## src/rtl/disp_irq_pkg.sv

```systemverilog
package disp_irq_pkg;
  localparam int unsigned NUM_SRC = 6;

  typedef enum int unsigned {
    SRC_BUS_FAULT  = 0,
    SRC_FIFO_UNDR  = 1,
    SRC_FIFO_OVWR  = 2,
    SRC_FRAME_END  = 3,
    SRC_LINE_END   = 4,
    SRC_LAST_LINE  = 5
  } src_e;

  typedef logic [NUM_SRC-1:0] src_vec_t;

  localparam int unsigned ADR_MASK_SET = 0;
  localparam int unsigned ADR_MASK_CLR = 1;
  localparam int unsigned ADR_STAT_ACK = 2;
  localparam int unsigned ADR_MASK_RD  = 3;
  localparam int unsigned ADR_STAT_RD  = 4;
endpackage

```

## src/rtl/disp_irq_detect.sv

```systemverilog
module disp_irq_detect
  import disp_irq_pkg::*;
(
  input  logic     dma_err_i,
  input  logic     dma_xfer_i,
  input  logic     fifo_rd_i,
  input  logic     fifo_empty_i,
  input  logic     fifo_wr_i,
  input  logic     fifo_full_i,
  input  logic     base_upd_i,
  input  logic     line_blank_i,
  input  logic     last_line_i,
  input  logic     dma_busy_i,
  output src_vec_t evt_o
);
  logic blank_idle;

  // blanking only counts once the DMA has gone quiet
  assign blank_idle = line_blank_i & ~dma_busy_i;

  assign evt_o[SRC_BUS_FAULT] = dma_err_i & dma_xfer_i;
  assign evt_o[SRC_FIFO_UNDR] = fifo_rd_i & fifo_empty_i;
  assign evt_o[SRC_FIFO_OVWR] = fifo_wr_i & fifo_full_i;
  assign evt_o[SRC_FRAME_END] = base_upd_i;
  assign evt_o[SRC_LINE_END]  = blank_idle;
  assign evt_o[SRC_LAST_LINE] = blank_idle & last_line_i;
endmodule

```

## src/rtl/disp_irq_regif.sv

```systemverilog
module disp_irq_regif
  import disp_irq_pkg::*;
#(
  parameter int unsigned ADDR_W = 3,
  parameter int unsigned DATA_W = 32
) (
  input  logic              clk_i,
  input  logic              rst_ni,
  input  logic              req_i,
  input  logic              we_i,
  input  logic [ADDR_W-1:0] addr_i,
  input  logic [DATA_W-1:0] wdata_i,
  input  src_vec_t          mask_i,
  input  src_vec_t          status_i,
  output src_vec_t          set_mask_o,
  output src_vec_t          clr_mask_o,
  output src_vec_t          ack_stat_o,
  output logic [DATA_W-1:0] rdata_o
);
  localparam int unsigned PAD_W = DATA_W - NUM_SRC;

  logic     wr_acc, rd_acc;
  src_vec_t wbits;
  logic     unused_wdata_hi;

  assign wr_acc = req_i & we_i;
  assign rd_acc = req_i & ~we_i;
  assign wbits  = wdata_i[NUM_SRC-1:0];
  assign unused_wdata_hi = ^wdata_i[DATA_W-1:NUM_SRC];

  assign set_mask_o = (wr_acc && addr_i == ADDR_W'(ADR_MASK_SET)) ? wbits : '0;
  assign clr_mask_o = (wr_acc && addr_i == ADDR_W'(ADR_MASK_CLR)) ? wbits : '0;
  assign ack_stat_o = (wr_acc && addr_i == ADDR_W'(ADR_STAT_ACK)) ? wbits : '0;

  always_comb begin
    rdata_o = '0;
    if (rd_acc) begin
      if (addr_i == ADDR_W'(ADR_MASK_RD))      rdata_o = {{PAD_W{1'b0}}, mask_i};
      else if (addr_i == ADDR_W'(ADR_STAT_RD)) rdata_o = {{PAD_W{1'b0}}, status_i};
    end
  end

  // one access drives at most one strobe group
  a_r7_one_strobe_group: assert property (@(posedge clk_i) disable iff (!rst_ni)
    $onehot0({|set_mask_o, |clr_mask_o, |ack_stat_o}));

  // reads never raise a strobe
  a_r11_read_no_strobe: assert property (@(posedge clk_i) disable iff (!rst_ni)
    rd_acc |-> (set_mask_o == '0 && clr_mask_o == '0 && ack_stat_o == '0));
endmodule

```

## src/rtl/disp_irq_core.sv

```systemverilog
module disp_irq_core
  import disp_irq_pkg::*;
(
  input  logic     clk_i,
  input  logic     rst_ni,
  input  src_vec_t evt_i,
  input  src_vec_t set_mask_i,
  input  src_vec_t clr_mask_i,
  input  src_vec_t ack_stat_i,
  output src_vec_t mask_o,
  output src_vec_t status_o,
  output logic     irq_o
);
  src_vec_t mask_q, status_q;
  logic     irq_q;

  for (genvar i = 0; i < NUM_SRC; i++) begin : g_src
    always_ff @(posedge clk_i or negedge rst_ni) begin
      if (!rst_ni)            mask_q[i] <= 1'b0;
      else if (set_mask_i[i]) mask_q[i] <= 1'b1;
      else if (clr_mask_i[i]) mask_q[i] <= 1'b0;
    end

    // event beats a simultaneous acknowledge
    always_ff @(posedge clk_i or negedge rst_ni) begin
      if (!rst_ni)            status_q[i] <= 1'b0;
      else if (evt_i[i])      status_q[i] <= 1'b1;
      else if (ack_stat_i[i]) status_q[i] <= 1'b0;
    end

    a_r9_event_wins: assert property (@(posedge clk_i) disable iff (!rst_ni)
      evt_i[i] |=> status_q[i]);
    a_r6_sticky: assert property (@(posedge clk_i) disable iff (!rst_ni)
      (status_q[i] && !ack_stat_i[i]) |=> status_q[i]);
    a_r7_set_mask: assert property (@(posedge clk_i) disable iff (!rst_ni)
      set_mask_i[i] |=> mask_q[i]);
    a_r8_clr_mask: assert property (@(posedge clk_i) disable iff (!rst_ni)
      (clr_mask_i[i] && !set_mask_i[i]) |=> !mask_q[i]);
  end

  always_ff @(posedge clk_i or negedge rst_ni) begin
    if (!rst_ni) irq_q <= 1'b0;
    else         irq_q <= |(status_q & mask_q);
  end

  assign mask_o   = mask_q;
  assign status_o = status_q;
  assign irq_o    = irq_q;

  a_r10_masked_quiet: assert property (@(posedge clk_i) disable iff (!rst_ni)
    ((status_q & mask_q) == '0) |=> !irq_o);
  a_r6_mask_no_effect_on_status: assert property (@(posedge clk_i) disable iff (!rst_ni)
    (evt_i == '0 && ack_stat_i == '0) |=> status_q == $past(status_q));
endmodule

```

## src/rtl/disp_irq_ctrl.sv

```systemverilog
module disp_irq_ctrl
  import disp_irq_pkg::*;
#(
  parameter int unsigned ADDR_W = 3,
  parameter int unsigned DATA_W = 32
) (
  input  logic              clk_i,
  input  logic              rst_ni,
  input  logic              req_i,
  input  logic              we_i,
  input  logic [ADDR_W-1:0] addr_i,
  input  logic [DATA_W-1:0] wdata_i,
  output logic [DATA_W-1:0] rdata_o,
  input  logic              dma_err_i,
  input  logic              dma_xfer_i,
  input  logic              fifo_rd_i,
  input  logic              fifo_empty_i,
  input  logic              fifo_wr_i,
  input  logic              fifo_full_i,
  input  logic              base_upd_i,
  input  logic              line_blank_i,
  input  logic              last_line_i,
  input  logic              dma_busy_i,
  output logic              irq_o
);
  src_vec_t evt, set_mask, clr_mask, ack_stat, mask, status;

  disp_irq_detect u_detect (
    .dma_err_i    (dma_err_i),
    .dma_xfer_i   (dma_xfer_i),
    .fifo_rd_i    (fifo_rd_i),
    .fifo_empty_i (fifo_empty_i),
    .fifo_wr_i    (fifo_wr_i),
    .fifo_full_i  (fifo_full_i),
    .base_upd_i   (base_upd_i),
    .line_blank_i (line_blank_i),
    .last_line_i  (last_line_i),
    .dma_busy_i   (dma_busy_i),
    .evt_o        (evt)
  );

  disp_irq_regif #(.ADDR_W(ADDR_W), .DATA_W(DATA_W)) u_regif (
    .clk_i      (clk_i),
    .rst_ni     (rst_ni),
    .req_i      (req_i),
    .we_i       (we_i),
    .addr_i     (addr_i),
    .wdata_i    (wdata_i),
    .mask_i     (mask),
    .status_i   (status),
    .set_mask_o (set_mask),
    .clr_mask_o (clr_mask),
    .ack_stat_o (ack_stat),
    .rdata_o    (rdata_o)
  );

  disp_irq_core u_core (
    .clk_i      (clk_i),
    .rst_ni     (rst_ni),
    .evt_i      (evt),
    .set_mask_i (set_mask),
    .clr_mask_i (clr_mask),
    .ack_stat_i (ack_stat),
    .mask_o     (mask),
    .status_o   (status),
    .irq_o      (irq_o)
  );

  // a last-line event always comes with a line-end event
  a_r5_last_implies_line: assert property (@(posedge clk_i) disable iff (!rst_ni)
    evt[SRC_LAST_LINE] |=> (status[SRC_LINE_END] && status[SRC_LAST_LINE]));
endmodule

```

## config.mk

```make
export PLATFORM = sky130hd
export DESIGN_NAME = disp_irq_ctrl
export DESIGN_NICKNAME = d
export VERILOG_FILES = /design/src/rtl/disp_irq_pkg.sv /design/src/rtl/disp_irq_detect.sv /design/src/rtl/disp_irq_regif.sv /design/src/rtl/disp_irq_core.sv /design/src/rtl/disp_irq_ctrl.sv
export SDC_FILE = /design/constraint.sdc
export NUM_CORES = 1
export LEC_CHECK = 0
export BUFFER_PORTS_ARGS = -buffer_cell sky130_fd_sc_hd__buf_2
export CORE_ASPECT_RATIO = 0.6
export CORE_MARGIN = 5
export CORE_UTILIZATION = 32
export CTS_CLUSTER_SIZE = 40
export DETAILED_ROUTE_END_ITERATION = 8
export PLACE_DENSITY = 0.8
export SLEW_MARGIN = 10
export SYNTH_ARGS = -nofsm -noshare
export SYNTH_HDL_FRONTEND = slang
export SYNTH_SLANG_ARGS = --single-unit
```

## constraint.sdc

```tcl
create_clock -name clk_i -period 0.8 [get_ports clk_i]
set_clock_uncertainty 0.05 [all_clocks]
set_input_delay 0.04 -clock clk_i [delete_from_list [all_inputs] [get_ports clk_i]]
set_output_delay 0.04 -clock clk_i [all_outputs]
set_load 0.005 [all_outputs]
```

==> run summary <==
Failing checks = hold timing, setup timing
Worst path required time = 0.71 ns
Status = complete, but fails checks
WL/cell = 14.9 um
Max cap viols = 0
Max FO, Critical Path = 2
Share of the synthesized area in the top cell type = 37.8%
Synth area leaders = dfrtp_1, buf_4, a22oi_1
Area grow syn2layout = 41.4%
Setup crit end = rdata_o[4]
Vias in the first global route = 783
Core Region = 2540 um2
DR iter-0 viols = 37
R2R Setup Slk = -0.20 ns
Crit path depth = 3
Post-route ant nets = 0
TritonRoute pass-1 iters = 4
P_int = 1.43 mW
Max clock buf depth = 2
M3 GR Usage = 5.18%
Cell variety after synth = 19
Final min period = 1.09 ns
Initial Util = 33.9%
FF+latch count, synth = 13
Port Buffer Count = 29
Met2 usage = 21.3%
RR Endpoint = u_core.irq_o
DP Cell Count = 148
WL final = 2570 um
Post-synthesis cell count = 91
Critical R2R Launch = u_core.status_o[3]
Reg power frac = 41.0%
Finished layout cell area = 1220 um2
Yosys top cell by area = dfrtp_1
CTS tree = built
Initial antenna violation count = 0
CP max stage delay = 0.40 ns
Most common cell in the netlist = buf_4
Element type at the critical path start = flop
Hold Vio Cnt, Final = 4
Die W = 77.0 um
GR Util met1 = 16.1%
Switching share of power = 28.6%
CP max stage cell = dfrtp_1
Drc violations = 0
Worst skew pair latency = 0.24 ns
Chip Height = 50.2 um
Clock Tree Root = clkbuf_8
Syn_area_per_cell = 9.46 um2
HP Class = in -> reg
Setup TNS = -2.61 ns
Pins Over Slew Limit = 0
Die area = 3860 um2
Slack of the critical path = -0.294 ns
Grt ovf = 0
First-pass GRT wire length = 3860 um
TritonCTS Buffers = 3
Max Fclk = 0.914 GHz
Register area share after synthesis = 37.8%
Arrival @ worst endpoint = 1.00 ns
Fin crit share = 137%
Worst vdd ir = 0.000860 V
Switching pwr = 0.572 mW
# nets final = 190
Cell leakage power = 0.575 nW
Crit-path cells = a22oi_1 > nor2_1 > buf_2
RSZ-0062 raised after global routing = true
GPL Wtd Cong = 0.797
Async SR Flop Fraction = 100%
Hold Crit Start = fifo_empty_i
CP top delay family = flip-flops
Via count = 788
Io pins = 82
Mapped Area = 861 um2
Comb power frac = 29.7%
Antenna diode count = 0
Part of the power in the clock network = 29.3%
Yosys warns = 0
Non-Filler Instances = 172
CP Buf/Inv Count = 1
Post-DP HPWL = 1770 um
DP Area = 928 um2
CP Class = reg -> out
Post-synth top flop = dfrtp_1
Post-synth EDFFs = 0
Share of layout cells above drive strength 1 = 41.4%
Gr busiest metal = met2
Worst-path clk slew = 0.06 ns
Final hold slack = -0.0270 ns
Vias per cell = 4.58
Setup crit end kind = output port
Final setup viols = 19
Tot GR Track Use = 12.7%
CTS H-tree lvls = 1
Row count = 14
Ranking of synthesized cells by instance count = buf_4, dfrtp_1, a22oi_1, nand3_1
Post-CTS Hold Fix Bufs = 8
Pwr dens = 1640 nW/um2
CP Launch Point = u_core.status_o[4]
Reg2Reg Depth = 4
Pin count of the biggest net entering global routing = 14
Clock sink total = 13
## how the worst min path moves through the flow
stage	slack, ns	cells past startpoint	endpoint
after CTS	-0.03	2	u_core.status_o[1]
final	-0.03	2	u_core.status_o[1]
after detailed placement	-0.11	1	u_core.irq_o
after global placement	-0.11	1	u_core.irq_o
after floorplan	-0.31	0	u_core.irq_o
after global routing	-0.02	2	u_core.status_o[1]
## state kept, by name (all words and copies together), names as in the netlist
name,count
u_core.irq_o,1
u_core.mask_o,6
u_core.status_o,6
## power groups by stage
stage / registers (mW) / logic (mW) / clock network [mW]
floorplan: 0.809 / 0.292 / 0
global placement: 0.823 / 0.307 / 0
detailed placement: 0.828 / 0.320 / 0
CTS: 0.805 / 0.539 / 0.601
global route: 0.830 / 0.647 / 0.631
finish: 0.819 / 0.594 / 0.585
## timing repair
action / in CTS / in global routing
endpoints found under the hold margin: 24 / 4
endpoints found under the setup margin: 9 / 20
resized for setup: 9 / 9
buffers inserted: 11 / 1
pin swaps: 2 / 6
gates cloned: 0 / 0
## kinds of logic (layout without fill, tap and decap cells)
logic type / count (synthesis) / after routing / share of synthesized area, %
AO/OA/AOI/OAI: 27 / 27 / 21.5
buffers and inverters: 30 / 54 / 25.6
flip-flops: 13 / 13 / 37.8
other: 1 / 26 / 0.436
AND/OR/NAND/NOR: 20 / 20 / 14.7
## worst register-to-register path: cells and delay by family, from the launching register on
kind,cells,cell delay [ns]
buf+inv,2,0.24
simple gates,1,0.09
compound gates,1,0.11
flops,1,0.38
## layer usage
metal | routed length [um] | share of wire [%]
met2 | 1250 | 49
met1 | 1100 | 43
met4 | 0 | 0
met3 | 213 | 8.3
met5 | 0 | 0
## through the flow
stage / worst slack (ns) / power [mW] / util [%]
2_1_floorplan: -0.0119 / 1.10 / -
3_3_place_gp: -0.187 / 1.13 / 36.6
3_5_place_dp: -0.255 / 1.15 / 36.6
4_1_cts: -0.278 / 1.94 / 46.1
5_1_grt: -0.368 / 2.11 / 47.9
6_report: -0.294 / 2.00 / 47.9
## area by class of cell
class                      count  area (um2)
multi-input combinational     73         454
sequential                    13         325
tap                           32        40.0
clock buffer                   4        45.0
timing repair buffer          50         353
fill                         249        1320
## placed cells by master, fill, tap and decap left out
| cell | n |
|---|---|
| a21o_1 | 2 |
| a21oi_1 | 1 |
| a21oi_2 | 5 |
| a22o_1 | 4 |
| a22oi_1 | 4 |
| a22oi_2 | 5 |
| a31oi_1 | 6 |
| and2b_2 | 1 |
| and3b_1 | 2 |
| and4bb_2 | 1 |
| buf_2 | 29 |
| buf_4 | 5 |
| buf_6 | 8 |
| clkbuf_1 | 1 |
| clkbuf_8 | 3 |
| conb_1 | 26 |
| dfrtp_1 | 13 |
| dlygate4sd3_1 | 8 |
| nand2b_1 | 1 |
| nand3_1 | 7 |
| nor2_1 | 6 |
| nor2b_1 | 1 |
| nor3b_4 | 1 |
Power figures use the tool's default switching activity.
